### src/rtl/plna_pkg.sv
package plna_pkg;
   typedef enum logic [2:0] {
      ST_IDLE,
      ST_EMIT,
      ST_PICK,
      ST_REQ,
      ST_WAIT
   } plna_state_e;
endpackage

### src/rtl/plna_seg_math.sv
module plna_seg_math #(
   parameter int ADDR_W     = 64,
   parameter int LEN_W      = 32,
   parameter int PAGE_BYTES = 4096
) (
   input  logic [ADDR_W-1:0] ptr,
   input  logic [LEN_W-1:0]  rem,
   input  logic              first,
   output logic [LEN_W-1:0]  bytes,
   output logic              misaligned
);
   localparam int PW = $clog2(PAGE_BYTES);
   localparam logic [PW:0] PAGE_V = (PW+1)'(PAGE_BYTES);

   logic [PW-1:0] off;
   logic [PW:0]   room;

   assign off        = ptr[PW-1:0];
   assign room       = first ? (PAGE_V - {1'b0, off}) : PAGE_V;
   assign misaligned = !first && (off != '0);

   generate
      if (LEN_W > PW) begin : g_wide_len
         logic [LEN_W-1:0] room_w;
         assign room_w = LEN_W'(room);
         assign bytes  = (rem < room_w) ? rem : room_w;
      end else begin : g_narrow_len
         logic [PW:0] rem_w;
         assign rem_w = (PW+1)'(rem);
         assign bytes = LEN_W'((rem_w < room) ? rem_w : room);
      end
   endgenerate
endmodule

### src/rtl/plna_list_addr.sv
module plna_list_addr #(
   parameter int ADDR_W      = 64,
   parameter int IDX_W       = 11,
   parameter int ENTRY_BYTES = 8
) (
   input  logic [ADDR_W-1:0] base,
   input  logic [IDX_W-1:0]  idx,
   output logic [ADDR_W-1:0] addr
);
   localparam int EW = $clog2(ENTRY_BYTES);
   assign addr = base + (ADDR_W'(idx) << EW);
endmodule

### src/rtl/page_list_agen.sv
module page_list_agen #(
   parameter int ADDR_W      = 64,
   parameter int LEN_W       = 32,
   parameter int PAGE_BYTES  = 4096,
   parameter int ENTRY_BYTES = 8
) (
   input  logic              clk,
   input  logic              rst_n,
   input  logic              cmd_valid,
   output logic              cmd_ready,
   input  logic [ADDR_W-1:0] cmd_ptr1,
   input  logic [ADDR_W-1:0] cmd_ptr2,
   input  logic [ADDR_W-1:0] cmd_ptr3,
   input  logic [LEN_W-1:0]  cmd_len,
   output logic              seg_valid,
   input  logic              seg_ready,
   output logic [ADDR_W-1:0] seg_addr,
   output logic [LEN_W-1:0]  seg_bytes,
   output logic              seg_last,
   output logic              rd_req_valid,
   input  logic              rd_req_ready,
   output logic [ADDR_W-1:0] rd_req_addr,
   input  logic              rd_rsp_valid,
   input  logic [ADDR_W-1:0] rd_rsp_data,
   output logic              err
);
   import plna_pkg::*;

   localparam int PW           = $clog2(PAGE_BYTES);
   localparam int LIST_ENTRIES = PAGE_BYTES / ENTRY_BYTES;
   localparam int IDX_W        = $clog2(LIST_ENTRIES) + 2;
   localparam logic [LEN_W:0] TWO_PAGES = (LEN_W+1)'(2 * PAGE_BYTES);

   generate
      if ((PAGE_BYTES & (PAGE_BYTES - 1)) != 0 || PAGE_BYTES < 16) begin : g_bad_page
         $error("PAGE_BYTES must be a power of two of at least 16");
      end
      if ((ENTRY_BYTES & (ENTRY_BYTES - 1)) != 0 || ENTRY_BYTES >= PAGE_BYTES) begin : g_bad_entry
         $error("ENTRY_BYTES must be a power of two below PAGE_BYTES");
      end
      if (ADDR_W <= PW || LEN_W <= PW) begin : g_bad_width
         $error("ADDR_W and LEN_W must exceed the page offset width");
      end
   endgenerate

   plna_state_e      state;
   logic [ADDR_W-1:0] p2_q, p3_q;
   logic [LEN_W-1:0]  rem_q;
   logic [IDX_W-1:0]  k_q;
   logic              list_mode_q;
   logic [ADDR_W-1:0] seg_addr_q;
   logic [LEN_W-1:0]  seg_bytes_q;
   logic              seg_last_q;
   logic              err_q;

   logic [ADDR_W-1:0] m_ptr;
   logic [LEN_W-1:0]  m_rem, m_bytes, m_left;
   logic              m_first, m_bad;
   logic              from_list, load_fire;
   logic [ADDR_W-1:0] list_addr;
   logic [IDX_W-1:0]  list_idx;

   assign m_first   = (state == ST_IDLE);
   assign m_rem     = m_first ? cmd_len : rem_q;
   assign from_list = list_mode_q && (k_q >= IDX_W'(2));
   assign list_idx  = k_q - IDX_W'(2);

   always_comb begin
      if (state == ST_IDLE)      m_ptr = cmd_ptr1;
      else if (state == ST_WAIT) m_ptr = rd_rsp_data;
      else if (k_q == IDX_W'(1)) m_ptr = p2_q;
      else                       m_ptr = p3_q;
   end

   always_comb begin
      unique case (state)
         ST_IDLE: load_fire = cmd_valid;
         ST_PICK: load_fire = !from_list;
         ST_WAIT: load_fire = rd_rsp_valid;
         default: load_fire = 1'b0;
      endcase
   end

   assign m_left = m_rem - m_bytes;

   plna_seg_math #(
      .ADDR_W     (ADDR_W),
      .LEN_W      (LEN_W),
      .PAGE_BYTES (PAGE_BYTES)
   ) u_math (
      .ptr        (m_ptr),
      .rem        (m_rem),
      .first      (m_first),
      .bytes      (m_bytes),
      .misaligned (m_bad)
   );

   plna_list_addr #(
      .ADDR_W      (ADDR_W),
      .IDX_W       (IDX_W),
      .ENTRY_BYTES (ENTRY_BYTES)
   ) u_laddr (
      .base (p3_q),
      .idx  (list_idx),
      .addr (list_addr)
   );

   always_ff @(posedge clk) begin
      if (!rst_n) begin
         state       <= ST_IDLE;
         p2_q        <= '0;
         p3_q        <= '0;
         rem_q       <= '0;
         k_q         <= '0;
         list_mode_q <= 1'b0;
         seg_addr_q  <= '0;
         seg_bytes_q <= '0;
         seg_last_q  <= 1'b0;
         err_q       <= 1'b0;
      end else begin
         err_q <= 1'b0;
         if (state == ST_IDLE && cmd_valid) begin
            p2_q        <= cmd_ptr2;
            p3_q        <= cmd_ptr3;
            list_mode_q <= ({1'b0, m_left} > TWO_PAGES);
         end
         if (load_fire) begin
            if (m_bad) begin
               err_q <= 1'b1;
               state <= ST_IDLE;
            end else begin
               seg_addr_q  <= m_ptr;
               seg_bytes_q <= m_bytes;
               seg_last_q  <= (m_left == '0);
               rem_q       <= m_left;
               k_q         <= m_first ? IDX_W'(1) : k_q + IDX_W'(1);
               state       <= ST_EMIT;
            end
         end else begin
            unique case (state)
               ST_EMIT: if (seg_ready) state <= seg_last_q ? ST_IDLE : ST_PICK;
               ST_PICK: if (from_list) state <= ST_REQ;
               ST_REQ:  if (rd_req_ready) state <= ST_WAIT;
               default: ;
            endcase
         end
      end
   end

   assign cmd_ready    = (state == ST_IDLE);
   assign seg_valid    = (state == ST_EMIT);
   assign seg_addr     = seg_addr_q;
   assign seg_bytes    = seg_bytes_q;
   assign seg_last     = seg_last_q;
   assign rd_req_valid = (state == ST_REQ);
   assign rd_req_addr  = list_addr;
   assign err          = err_q;
endmodule

### config.mk
export PLATFORM = sky130hd
export DESIGN_NAME = page_list_agen
export DESIGN_NICKNAME = d
export VERILOG_FILES = /design/src/rtl/plna_pkg.sv /design/src/rtl/plna_seg_math.sv /design/src/rtl/plna_list_addr.sv /design/src/rtl/page_list_agen.sv
export SDC_FILE = /design/constraint.sdc
export NUM_CORES = 1
export LEC_CHECK = 0
export ABC_CLOCK_PERIOD_IN_PS = 22000
export BUFFER_PORTS_ARGS = -buffer_cell sky130_fd_sc_hd__buf_2
export CORE_AREA = 2 2 180 182
export CTS_BUF_LIST = sky130_fd_sc_hd__clkbuf_2 sky130_fd_sc_hd__clkbuf_4 sky130_fd_sc_hd__clkbuf_8
export DETAILED_ROUTE_END_ITERATION = 10
export DIE_AREA = 0 0 182 184
export PLACE_DENSITY_LB_ADDON = 0.15
export SLEW_MARGIN = 40
export SYNTH_ARGS = -nofsm -noshare
export SYNTH_HDL_FRONTEND = slang
export SYNTH_SLANG_ARGS = --single-unit
export TNS_END_PERCENT = 10
### constraint.sdc
create_clock -name clk -period 22 [get_ports clk]
set_input_delay 4.4 -clock clk [delete_from_list [all_inputs] [get_ports clk]]
set_output_delay 4.4 -clock clk [all_outputs]
set_load 0.005 [all_outputs]
==> metrics.yaml <==
postCtsSetupRepairBufs: 0
cts_buffers: 48
crit_required_ns: 22.45
dp_hpwl_mm: 42.3
cts_root_buffer: "clkbuf_8"
reg2reg_depth: 31
initial_core_util_pct: 51.8
grt_pass1_wl_mm: 89.2
setup_tns_ns: 0
gr-usage-met1_pct: 42.8
placed_area_um2: 18600
fin_hold_ws_ns: 0.463
criticalPathCategory: "input port to register"
synthTopCellsByArea: "dfxtp_1, nand2_1, a21boi_0, xnor2_1, ha_1"
synth.top_cell.area_share_pct: 33.6
routedWlPerCell_um: 20.0
antenna_found_initial: 11
path_depth: 30
synth-seq-cells: 273
holdBufCountCts: 0
yosysSeqAreaShare_pct: 33.6
cts.sink_count: 273
synth_commonest_cells: "nand2_1, dfxtp_1, a21boi_0"
cp_max_fo: 13
dieArea_um2: 33500
grt_start_max_net_pins: 116
cts_resized: 0
endpoint_kind: "register"
min_path_cells: 2
cts.clk_slew.worst_paths_ns: 0.06
hp-class: "register to register"
syn-cell-area_um2: 16300
drc_errors: 0
post-route-period-util_pct: 52.3
slowest_delay_ns: 0.65
final_antenna_net_count: 0
synthArstFlopShare_pct: 0
cts_tree: "built"
layout-drive-gt1-share_pct: 23.9
maxSlewViolCount: 0
fp.dieW_um: 182
syn_inst: 2106
grt_most_used_layer: "met2"
fmax_mhz: 87.0
dp_slack_ns: 10.12
worstReg2RegStart: "state[1]"
finalInstanceArea_um2: 19600
holdCritStartpoint: "rem_q[1]"
slew_headroom_pct: 43.5
finalSetupViolCount: 0
startpoint: "cmd_ptr1[2]"
synth.avg_cell_area_um2: 7.72
switchingPower_mw: 0.536
gp_congestion: 0.946
post-synth-top-count-cell: "nand2_1"
cpLargestDelayFamily: "compound AO/OA/AOI/OAI gates"
layout_setup_ws_ns: 10.50
powerDensity_nw_per_um2: 77.7
num_rows: 65
fin_crit_ns: 11.50
rsz0062_at_grt: "false"
worstPathArrival_ns: 11.95
cap_violations: 0
tightest_slew_ns: 0.839
dieHeight_um: 184
h-tree-depth: 2
use_met3_pct: 5.94
synth_warnings: 0
finalNetCount: 2814
drt_iter0_drc: 1358
p_int_mw: 0.990
yosys.cell_types.count: 77
yosysTopAreaCell: "dfxtp_1"
area_growth_pct: 20.8
ff2ff_setup_slack_ns: 12.94
synth_nets: 2444
ctsLongestPathBuffers: 3
p_clk_share_pct: 33.0
slowest_stage: "a211oi_1"
via_per_inst: 5.79
dr.pass1.iters: 6
clock_latency_ns: 0.61
cp.buffers_inverters: 4
post-route-util_pct: 62.5
grt_pass1_vias: 16000
vias: 16900
coreArea_um2: 31400
ys.flop_type: "dfxtp_1"
status: "finished, final reports clean"
p_seq_share_pct: 37.4
grt_overflow: 0
irDropWorstVdd_uv: 39.9
swShare_pct: 35.1
routed_wl_mm: 58.6
ios: 459
io_buffers: 458
fin_skew_ns: 0.0558
power.leakage_nw: 8.42
grtUsageTotal_pct: 33.5
p_comb_share_pct: 29.6
startpoint_type: "input port"
hold_viol: 0
use_met2_pct: 56.0
synth_edf_count: 0
registers in the layout, indices dropped and copies added, names as in the netlist:
name and count:
seg_last 1, state 3, rem_q 32, seg_addr 64, list_mode_q 1, seg_bytes 32
p2_q 64, k_q 11, err 1, p3_q 64
power by group through the flow:
stage	clock network (mW)	registers (mW)	logic, mW
after floorplan	0	0.571	0.294
after CTS	0.508	0.569	0.447
after global placement	0	0.578	0.441
final	0.503	0.570	0.452
after global routing	0.532	0.575	0.494
after detailed placement	0	0.579	0.445
cells in the final DEF, fill, tap and decap left out, types with 42 or more instances in the layout:
| cell | n |
|---|---|
| nand2_1 | 527 |
| buf_2 | 457 |
| dfxtp_1 | 272 |
| a21boi_0 | 158 |
| a21oi_1 | 93 |
| nor2_1 | 70 |
| xnor2_1 | 69 |
| and2_1 | 67 |
| a211oi_1 | 66 |
| nor2b_1 | 63 |
| clkbuf_8 | 62 |
| a311oi_1 | 51 |
| o21ai_0 | 48 |
| ha_1 | 42 |
worst reg2reg max path, delay by kind of cell, from the launching register on:
family / cells / cell delay [ns]
buf+inv: 5 / 1.70
flops: 1 / 0.48
xor+xnor: 2 / 0.34
simple gates: 9 / 1.78
fa+ha+maj: 3 / 0.92
mux: 1 / 0.28
compound gates: 11 / 3.42
per-layer routing:
metal / share of wire (%) / vias up
li1: - / 8101
met1: 42 / 7954
met4: 4.1 / 8
met2: 47 / 717
met5: 0.092 / -
met3: 6.7 / 139
stage by stage:
step	instances	total power [mW]
5_1_grt	2920	1.60
4_1_cts	2915	1.52
3_5_place_dp	2828	1.02
2_1_floorplan	2106	0.865
6_report	2924	1.53
3_3_place_gp	2828	1.02
logic make-up after synthesis:
group / share of synthesized area [%]
compound gates: 22.9
xor+xnor: 5.87
fa+ha+maj: 3.48
buf+inv: 4.95
flops: 33.6
mux: 2.39
simple gates: 26.8
worst paths after layout:
check	endpoint
hold / removal	rem_q[1]
hold reg to reg	rem_q[1]
setup reg to reg	list_mode_q
setup / recovery	list_mode_q
final cells by class:
cell class	count	area (µm²)
Multi-Input combinational cell	1645	10000
Clock inverter	10	70.1
Tap cell	402	503
Antenna cell	9	22.5
Sequential cell	273	5470
Inverter	29	109
Timing Repair Buffer	479	2470
Fill cell	2937	11800
Clock buffer	77	966
Note: power is estimated with default switching activity, not from simulation.
